===== config.mk =====
export PLATFORM = sky130hd
export DESIGN_NAME = bcd_rtc_regs
export DESIGN_NICKNAME = d
export VERILOG_FILES = /design/src/rtl/bcd_rtc_regs.sv
export SDC_FILE = /design/constraint.sdc
export NUM_CORES = 1
export LEC_CHECK = 0
export ABC_AREA = 1
export BUFFER_PORTS_ARGS = -buffer_cell sky130_fd_sc_hd__buf_2
export CORE_ASPECT_RATIO = 0.9
export CORE_MARGIN = 3
export CORE_UTILIZATION = 35
export DETAILED_ROUTE_END_ITERATION = 7
export GPL_ROUTABILITY_DRIVEN = 0
export GPL_TIMING_DRIVEN = 0
export PLACE_DENSITY_LB_ADDON = 0.15
export SLEW_MARGIN = 40
export SYNTH_ARGS = -nofsm -noshare
export SYNTH_HDL_FRONTEND = slang
export SYNTH_SLANG_ARGS = --single-unit

===== constraint.sdc =====
create_clock -name clk -period 2.2 [get_ports clk]
set_input_delay 0.22 -clock clk [delete_from_list [all_inputs] [get_ports clk]]
set_output_delay 0.22 -clock clk [all_outputs]
set_load 0.05 [all_outputs]

===== src/rtl/bcd_rtc_regs.sv =====
module bcd_rtc_regs #(
  parameter int TICK_HZ = 32768,
  parameter int TEST_HZ = 512
) (
  input  logic       clk,
  input  logic       rst_n,
  input  logic       osc_en,
  input  logic       pwr_fail,
  input  logic       ce_n,
  input  logic       oe_n,
  input  logic       we_n,
  input  logic [2:0] addr,
  input  logic [7:0] dq_in,
  output logic [7:0] dq_out,
  output logic       dq_oe
);
  localparam int PRE_W    = $clog2(TICK_HZ);
  localparam int TEST_BIT = $clog2(TICK_HZ / TEST_HZ) - 1;

  logic             w_bit, r_bit, osc_stop, ft_en;
  logic [5:0]       century;
  logic [PRE_W-1:0] pre;
  logic [7:0]       usr [1:7];
  logic [7:0]       cnt [1:7];
  logic [7:0]       nx  [1:7];

  logic wr, ctrl_wr, load, sec_tick, sec_lsb;
  assign wr       = !pwr_fail && !ce_n && !we_n;
  assign dq_oe    = !pwr_fail && !ce_n && !oe_n && we_n;
  assign ctrl_wr  = wr && (addr == 3'd0);
  assign load     = ctrl_wr && w_bit && !dq_in[7];
  assign sec_tick = osc_en && !osc_stop && (&pre);
  assign sec_lsb  = (ft_en && !osc_stop) ? pre[TEST_BIT] : usr[1][0];

  function automatic logic [7:0] bcd_inc(input logic [7:0] v);
    return (v[3:0] == 4'd9) ? {v[7:4] + 4'd1, 4'd0} : v + 8'd1;
  endfunction

  function automatic logic [7:0] month_len(input logic [7:0] mo, input logic [7:0] yr);
    logic leap;
    leap = yr[4] ? (yr[3:0] == 4'd2 || yr[3:0] == 4'd6)
                 : (yr[3:0] == 4'd0 || yr[3:0] == 4'd4 || yr[3:0] == 4'd8);
    case (mo)
      8'h02:                      return leap ? 8'h29 : 8'h28;
      8'h04, 8'h06, 8'h09, 8'h11: return 8'h30;
      default:                    return 8'h31;
    endcase
  endfunction

  function automatic logic [7:0] field_mask(input int i);
    case (i)
      1, 2:    return 8'h7F;
      3, 5:    return 8'h3F;
      4:       return 8'h07;
      6:       return 8'h1F;
      default: return 8'hFF;
    endcase
  endfunction

  function automatic logic [7:0] reset_val(input int i);
    return (i >= 4 && i <= 6) ? 8'h01 : 8'h00;
  endfunction

  logic s_wrap, m_wrap, h_wrap, d_wrap, mo_wrap;
  logic t_min, t_hr, t_day, t_mon, t_yr;
  assign s_wrap  = cnt[1] == 8'h59;
  assign m_wrap  = cnt[2] == 8'h59;
  assign h_wrap  = cnt[3] == 8'h23;
  assign d_wrap  = cnt[5] == month_len(cnt[6], cnt[7]);
  assign mo_wrap = cnt[6] == 8'h12;
  assign t_min   = sec_tick && s_wrap;
  assign t_hr    = t_min && m_wrap;
  assign t_day   = t_hr && h_wrap;
  assign t_mon   = t_day && d_wrap;
  assign t_yr    = t_mon && mo_wrap;

  always_comb begin
    nx[1] = sec_tick ? (s_wrap  ? 8'h00 : bcd_inc(cnt[1])) : cnt[1];
    nx[2] = t_min    ? (m_wrap  ? 8'h00 : bcd_inc(cnt[2])) : cnt[2];
    nx[3] = t_hr     ? (h_wrap  ? 8'h00 : bcd_inc(cnt[3])) : cnt[3];
    nx[4] = t_day    ? ((cnt[4] == 8'h07) ? 8'h01 : cnt[4] + 8'd1) : cnt[4];
    nx[5] = t_day    ? (d_wrap  ? 8'h01 : bcd_inc(cnt[5])) : cnt[5];
    nx[6] = t_mon    ? (mo_wrap ? 8'h01 : bcd_inc(cnt[6])) : cnt[6];
    nx[7] = t_yr     ? ((cnt[7] == 8'h99) ? 8'h00 : bcd_inc(cnt[7])) : cnt[7];
  end

  always_ff @(posedge clk or negedge rst_n) begin
    if (!rst_n) begin
      pre <= '0;
    end else if (load) begin
      pre <= '0;
    end else if (osc_en && !osc_stop) begin
      pre <= pre + 1'b1;
    end
  end

  always_ff @(posedge clk or negedge rst_n) begin
    if (!rst_n) begin
      w_bit    <= 1'b0;
      r_bit    <= 1'b0;
      century  <= '0;
      osc_stop <= 1'b0;
      ft_en    <= 1'b0;
      for (int i = 1; i < 8; i++) begin
        usr[i] <= reset_val(i);
        cnt[i] <= reset_val(i);
      end
    end else begin
      for (int i = 1; i < 8; i++) begin
        cnt[i] <= load ? usr[i] : nx[i];
        if (!w_bit && !r_bit) usr[i] <= cnt[i];
        else if (w_bit && wr && addr == 3'(i)) usr[i] <= dq_in & field_mask(i);
      end
      if (ctrl_wr) begin
        w_bit <= dq_in[7];
        r_bit <= dq_in[6];
        if (w_bit && !dq_in[7] && !dq_in[6]) century <= dq_in[5:0];
      end
      if (wr && addr == 3'd1) osc_stop <= dq_in[7];
      if (wr && addr == 3'd4) ft_en    <= dq_in[6];
    end
  end

  always_comb begin
    case (addr)
      3'd0:    dq_out = {w_bit, r_bit, century};
      3'd1:    dq_out = {osc_stop, usr[1][6:1], sec_lsb};
      3'd2:    dq_out = usr[2];
      3'd3:    dq_out = usr[3];
      3'd4:    dq_out = {1'b0, ft_en, usr[4][5:0]};
      3'd5:    dq_out = usr[5];
      3'd6:    dq_out = usr[6];
      default: dq_out = usr[7];
    endcase
  end

  p_pf_no_write_r2: assert property (@(posedge clk) disable iff (!rst_n)
    pwr_fail |=> ($stable(w_bit) && $stable(r_bit) && $stable(century)));
  p_load_counter_r4: assert property (@(posedge clk) disable iff (!rst_n)
    load |=> (cnt[1] == $past(usr[1]) && cnt[7] == $past(usr[7])));
  p_freeze_r5: assert property (@(posedge clk) disable iff (!rst_n)
    (r_bit && !w_bit) |=> ($stable(usr[1]) && $stable(usr[2])));
  p_century_keep_r6: assert property (@(posedge clk) disable iff (!rst_n)
    (ctrl_wr && (dq_in[7] || dq_in[6])) |=> $stable(century));
  p_sec_range_r7: assert property (@(posedge clk) disable iff (!rst_n)
    (cnt[1] <= 8'h59 && cnt[1][3:0] <= 4'd9));
  p_osc_hold_r10: assert property (@(posedge clk) disable iff (!rst_n)
    (osc_stop && !load) |=> $stable(cnt[1]));
endmodule


Yosys cells after proc, flatten, opt, wreduce, memory -nomap -nowiden --
Cells that the tools add are included.
Storage, ports and cells: word-level logic and storage cells 191, bits in registers 137, output and inout port bits 9
Operators by class: muxes and demuxes 62, reductions and logical operators 59, $add $sub $neg 14, bitwise operators 7, eq/ne operators 29
Operators with widths (number):
- 8-bit two-way mux | 55
- 8-bit by 1-bit adder with 8-bit output (second input constant) | 7
- 8-bit bitwise AND | 7
- 8-bit case mux with 7 select lines | 1
- 15-bit two-way mux | 2
- 4-bit equality test (second input constant) | 7
- 1-bit logical AND | 28
- 2-bit nonzero test | 14
- 4-bit by 1-bit adder with 4-bit output (second input constant) | 6
- 8-bit by 3-bit equality test with 1-bit output (second input constant) | 3
- 8-bit by 5-bit equality test with 1-bit output (second input constant) | 2
- 8-bit by 7-bit equality test with 1-bit output (second input constant) | 2
- 15-bit by 1-bit adder with 15-bit output (second input constant) | 1
- 15-bit AND reduction | 1
- 3-bit equality test (second input constant) | 4
- 5-bit case mux with 2 select lines | 1
- 1-bit zero test | 9
- 4-bit by 3-bit equality test with 1-bit output (second input constant) | 2
- 8-bit by 2-bit equality test with 1-bit output (second input constant) | 1
- 8-bit by 4-bit equality test with 1-bit output (second input constant) | 1
- 8-bit by 6-bit equality test with 1-bit output (second input constant) | 1
- 8-bit equality test | 1
- 8-bit equality test (second input constant) | 1
- 3-bit by 2-bit equality test with 1-bit output (second input constant) | 2
- 8 further kinds | 12

Depth between registers and ports, before layout --
word-level depth 11, mapped depth 14, mapped depth without buffers 13

Least setup slack after synthesis --
No wires, ideal clock.
path kind flip-flop to flip-flop, from reg cnt[12] in the netlist's numbering, to reg cnt[13] in the netlist's numbering, arrival time 1.761 ns, clock period less this slack 1.884 ns, setup slack 0.316 ns, path buffers 1, data required time 2.077 ns, cell stages (with the launch flop) 15, cells stage by stage dfrtp_1 -> inv_1 -> ha_1 -> inv_1 -> nor2_1 -> nand2_1 -> nand2_1 -> nand3_1 -> nor2_1 -> nand3_2 -> nand2_2 -> nand2_2 -> buf_6 -> nand2_1 -> o21ai_2
On the way: longest elaborated chain between the ends 6, elaborated cells on any way between the ends 17
RTL lines:
- start: declaration | RTL line 24 | logic [7:0] cnt [1:7];
- start signal: indexed assignment | RTL line 106 | cnt[i] <= reset_val(i);
- start signal: indexed assignment | RTL line 110 | cnt[i] <= load ? usr[i] : nx[i];
- 8-bit by 3-bit equality test with 1-bit output, or another cell as far along | RTL line 43 | case (mo)
- 4-bit OR reduction | RTL line 43
- 5-bit case mux with 2 select lines | RTL line 43
- 8-bit equality test | RTL line 69 | assign d_wrap = cnt[5] == month_len(cnt[6], cnt[7]);
- 1-bit logical AND | RTL line 74 | assign t_mon = t_day && d_wrap;
- 2-bit nonzero test (no line)
Parallel ways exist; a longest one is shown, timed or not. The select of a mux whose other input is x is not followed. A chain may end at the register's enable or synchronous reset.

Final worst setup path --
from reg osc_stop, to out dq_out[0]
On the way: longest elaborated chain between the ends 4
RTL lines:
- start: declaration | RTL line 20 | logic w_bit, r_bit, osc_stop, ft_en;
- start signal: assignment | RTL line 119 | if (wr && addr == 3'd1) osc_stop <= dq_in[7];
- 1-bit zero test | RTL line 33 | assign sec_lsb = (ft_en && !osc_stop) ? pre[TEST_BIT] : usr[1][0];
- 1-bit logical AND | RTL line 33
- 1-bit two-way mux | RTL line 33
- 8-bit case mux with 7 select lines | RTL line 125 | case (addr)
- end: declaration | RTL line 14 | output logic [7:0] dq_out,
No other way between the ends.

==> impl_metrics.prom <==
# TYPE chip_impl_metric gauge
chip_impl_info{name="run_status",value="finished clean"} 1
chip_impl_metric{name="insertedDiodeCount",unit=""} 0
chip_impl_info{name="cpMaxStageDelayCell",value="dfrtp_1"} 1
chip_impl_metric{name="number_of_input_and_output_port_buffers_inserted",unit=""} 26
chip_impl_metric{name="arrival",unit="ns"} 1.94
chip_impl_metric{name="hold_ws",unit="ns"} 0.0697
chip_impl_metric{name="worst_pin_slew",unit="ns"} 0.705
chip_impl_metric{name="achievable-frequency",unit="MHz"} 463
chip_impl_metric{name="first_iter_violations",unit=""} 782
chip_impl_metric{name="max-clock-path-buffers",unit=""} 2
chip_impl_metric{name="vias",unit=""} 7609
chip_impl_metric{name="cp.required",unit="ns"} 1.98
chip_impl_metric{name="antenna_found_initial",unit=""} 0
chip_impl_metric{name="reg2reg_depth",unit=""} 10
chip_impl_metric{name="path_max_fanout",unit=""} 3
chip_impl_metric{name="synth.cell_area",unit="sq um"} 8100
chip_impl_metric{name="floorplan.die.width",unit="um"} 166
chip_impl_metric{name="grt_max_degree",unit=""} 62
chip_impl_metric{name="synth-edff-count",unit=""} 0
chip_impl_metric{name="finalSetupViolations",unit=""} 0
chip_impl_metric{name="initial_utilization",unit="%"} 35.8
chip_impl_metric{name="core_area",unit="sq um"} 22600
chip_impl_info{name="hold_path.class",value="in2reg"} 1
chip_impl_metric{name="place_area",unit="sq um"} 8670
chip_impl_metric{name="r2r_slack",unit="ns"} 0.12
chip_impl_info{name="grt_setup_unrepaired",value="true"} 1
chip_impl_metric{name="synth_cell_type_count",unit=""} 46
chip_impl_metric{name="clock_power_share",unit="%"} 40.0
chip_impl_metric{name="row_count",unit=""} 52
chip_impl_metric{name="syn_inst",unit=""} 1045
chip_impl_metric{name="worst_hold_path.num_cells",unit=""} 3
chip_impl_info{name="critical_path_class",value="reg2out"} 1
chip_impl_metric{name="globalRouteOverflowTotal",unit=""} 0
chip_impl_info{name="reg2reg_to",value="cnt[23]$_DFFE_PN0P_"} 1
chip_impl_metric{name="drc",unit=""} 0
chip_impl_metric{name="synth.yosys.seq_area_share",unit="%"} 42.4
chip_impl_metric{name="power_density",unit="nW/um^2"} 775
chip_impl_info{name="min_to",value="r_bit$_DFFE_PN0P_"} 1
chip_impl_info{name="top_signal_layer_used",value="met4"} 1
chip_impl_metric{name="timing.final.crit_period",unit="ns"} 2.16
chip_impl_metric{name="fin_util",unit="%"} 41.4
chip_impl_metric{name="met1_length",unit="um"} 13000
chip_impl_info{name="end_kind",value="primary output"} 1
chip_impl_metric{name="nNetsFinal",unit=""} 1137
chip_impl_metric{name="numCtsBuffers",unit=""} 17
chip_impl_metric{name="floorplan.die.height",unit="um"} 150
chip_impl_metric{name="mappedNetlistNets",unit=""} 1085
chip_impl_info{name="tritoncts_clock_tree",value="done"} 1
chip_impl_metric{name="final_hold_viol_count",unit=""} 0
chip_impl_metric{name="power_frac_comb",unit="%"} 17.9
chip_impl_info{name="min-delay-start",value="dq_in[6]"} 1
chip_impl_metric{name="skew",unit="ns"} 0.0112
chip_impl_metric{name="grt_usage",unit="%"} 21.6
chip_impl_metric{name="die_area",unit="sq um"} 25000
chip_impl_metric{name="via_per_inst",unit=""} 5.41
chip_impl_metric{name="drt-wirelength-per-cell",unit="um"} 19.0
chip_impl_metric{name="max_stage_delay",unit="ns"} 0.46
chip_impl_info{name="most_instantiated_flip_flop_cell_in_the_synthesis_netlist",value="dfrtp_1"} 1
chip_impl_info{name="worstSetupStartpointType",value="register"} 1
chip_impl_metric{name="period_share",unit="%"} 98.1
chip_impl_metric{name="postRouteWirelength",unit="um"} 26700
chip_impl_metric{name="switching_share",unit="%"} 32.6
chip_impl_metric{name="synthesis.yosys.warnings",unit=""} 0
chip_impl_metric{name="routed-wl-met3",unit="um"} 1590
chip_impl_metric{name="timing.max_slew.rel_slack",unit="%"} 53.0
chip_impl_metric{name="via_count_of_the_first_global_routing_pass",unit=""} 7131
chip_impl_metric{name="post_cts_clock_slew_at_the_launch_and_capture_registers_of_the_worst_setup_and_hold_paths",unit="ns"} 0.06
chip_impl_metric{name="ir_drop",unit="mV"} 0.411
chip_impl_metric{name="seq_power_share",unit="%"} 42.1
chip_impl_info{name="worst_r2r_startpoint",value="cnt[41]$_DFFE_PN0P_"} 1
chip_impl_metric{name="pin_count",unit=""} 27
chip_impl_info{name="crit_chain",value="inv_2 > nand2_1 > o21ai_0 > a21oi_1 > a221oi_2 > nand3_1 > buf_2"} 1
chip_impl_metric{name="layout.filler_cells",unit=""} 2326
chip_impl_metric{name="maxSlewViolCount",unit=""} 0
chip_impl_metric{name="synth.ff_latch_count",unit=""} 137
chip_impl_metric{name="cap_violations",unit=""} 0
chip_impl_metric{name="dr.pass1.iters",unit=""} 6
chip_impl_metric{name="p_int",unit="mW"} 4.90
chip_impl_metric{name="timing.setup.tns",unit="ns"} 0
chip_impl_metric{name="cts_sinks",unit=""} 137
chip_impl_metric{name="ant_nets",unit=""} 0
chip_impl_metric{name="grt_first_pass_wirelength",unit="um"} 41600
chip_impl_metric{name="dr_wl_met2",unit="um"} 11800
chip_impl_metric{name="dp_hpwl",unit="um"} 19700
chip_impl_metric{name="areaGrowthSynthToFinish",unit="%"} 15.8
chip_impl_metric{name="power.switching",unit="mW"} 2.37
chip_impl_info{name="cts.root.buffer_cell",value="clkbuf_16"} 1
chip_impl_metric{name="static-leakage-power",unit="nW"} 4.43
chip_impl_metric{name="clk-insertion-delay-late",unit="ns"} 0.43
chip_impl_metric{name="stdcell_area",unit="sq um"} 9380
chip_impl_metric{name="h-tree-depth",unit=""} 4
chip_impl_info{name="crit_path_start",value="osc_stop$_DFFE_PN0P_"} 1
chip_impl_metric{name="async_flop_share",unit="%"} 100
chip_impl_metric{name="layout-drive-gt1-share",unit="%"} 13.4
chip_impl_metric{name="synth_area_per_cell",unit="sq um"} 7.75
cells in the final DEF, fill, tap and decap left out, types with 15 or more instances in the layout:
cell / count
nand2_1: 238
inv_1: 138
dfrtp_1: 131
nor2_1: 77
o21ai_0: 76
nand3_1: 57
a21oi_1: 46
o221ai_1: 42
buf_2: 35
o22ai_1: 23
ha_1: 22
nand4_1: 21
clkbuf_16: 17
nor3_1: 16
xor2_1: 15
worst max-delay path by stage:
stage,to
after detailed placement,usr[12]$_DFFE_PN0P_
after global routing,dq_out[4]
after floorplan,cnt[13]$_DFFE_PN0P_
final,dq_out[0]
after CTS,usr[20]$_DFFE_PN0P_
after global placement,cnt[20]$_DFFE_PN0P_
critical path, delay by kind of cell (launching register included):
kind,cells,cell delay (ns)
compound gates,3,0.44
flops,1,0.46
simple gates,2,0.23
buf+inv,2,0.39
cell type report:
class,instances,area (sq um),area share (%)
multi-input cells,731,4030,42.9
clock buffers,20,457,4.87
clock inverters,12,124,1.32
repair buffers,33,248,2.64
plain buffers,27,150,1.60
inverters,150,566,6.03
flip-flops and latches,137,3440,36.6
well taps,297,372,3.96
power by group through the flow:
stage | combinational [mW] | clock (mW) | sequential (mW)
after floorplan | 0.813 | 0 | 3.02
after global placement | 1.24 | 0 | 3.10
after detailed placement | 1.27 | 0 | 3.09
after CTS | 1.29 | 2.92 | 3.05
after global routing | 1.44 | 3.06 | 3.10
final | 1.30 | 2.91 | 3.06
logic make-up after synthesis:
| kind of cell | share of synthesized area [%] |
|---|---|
| AOI/OAI and AO/OA | 19.1 |
| xor gates and xnor gates | 1.84 |
| adders and majority gates | 3.40 |
| buffers and inverters | 8.70 |
| and+or+nand+nor | 24.5 |
| DFF | 42.4 |
registers in the layout, indices dropped and copies added (netlist names):
register  cells
r_bit         1
century       6
pre          15
w_bit         1
osc_stop      1
cnt          56
usr          56
ft_en         1
synth_stat cells (2+ instances only):
cell	count	area share (%)
o221ai_1	42	4.5
nand2_2	7	0.54
nand2_1	244	11
a31oi_1	4	0.31
nor2_2	4	0.31
o21ai_2	8	0.87
a211oi_1	2	0.19
o22ai_1	23	1.8
nand4_1	21	1.6
o21ai_1	9	0.56
clkbuf_1	9	0.42
xnor2_1	2	0.22
nor2_1	80	3.7
nor2_4	4	0.56
buf_4	4	0.37
inv_1	141	6.5
a21oi_4	2	0.40
nand3_1	58	3.6
o211ai_1	7	0.65
buf_2	12	0.74
o21ai_0	76	4.7
a22oi_1	5	0.46
dfstp_2	6	1.9
inv_2	7	0.32
or2_2	4	0.31
xor2_1	15	1.6
a221oi_1	14	1.5
nor3_1	17	1.1
a21oi_1	46	2.8
nand3_2	3	0.37
ha_1	22	3.4
dfrtp_1	131	40
nand3b_1	3	0.28
per-layer routing:
layer / GRT usage [%] / vias up
li1: - / 3653
met1: 31.7 / 3709
met2: 33.1 / 221
met3: 4.54 / 26
met4: 4.74 / 0
met5: 0 / -
through the flow:
| step | setup WS [ns] | power (mW) | cells |
|---|---|---|---|
| 2_1_floorplan | 0.316 | 3.83 | 1045 |
| 3_3_place_gp | -1.29 | 4.33 | 1368 |
| 3_5_place_dp | -0.305 | 4.36 | 1370 |
| 4_1_cts | 0.0135 | 7.26 | 1406 |
| 5_1_grt | -0.0243 | 7.60 | 1407 |
| 6_report | 0.0419 | 7.27 | 1407 |
what timing repair did:
item                                   4_1_cts  5_1_grt
pin swaps                                    3        1
gates resized for setup                     13       17
endpoints found under the hold margin       32        0
buffers inserted                             3        1
hold buffers                                 1        0
setup endpoints to repair                   82       81
No activity file was read; power rests on OpenSTA's default activity.
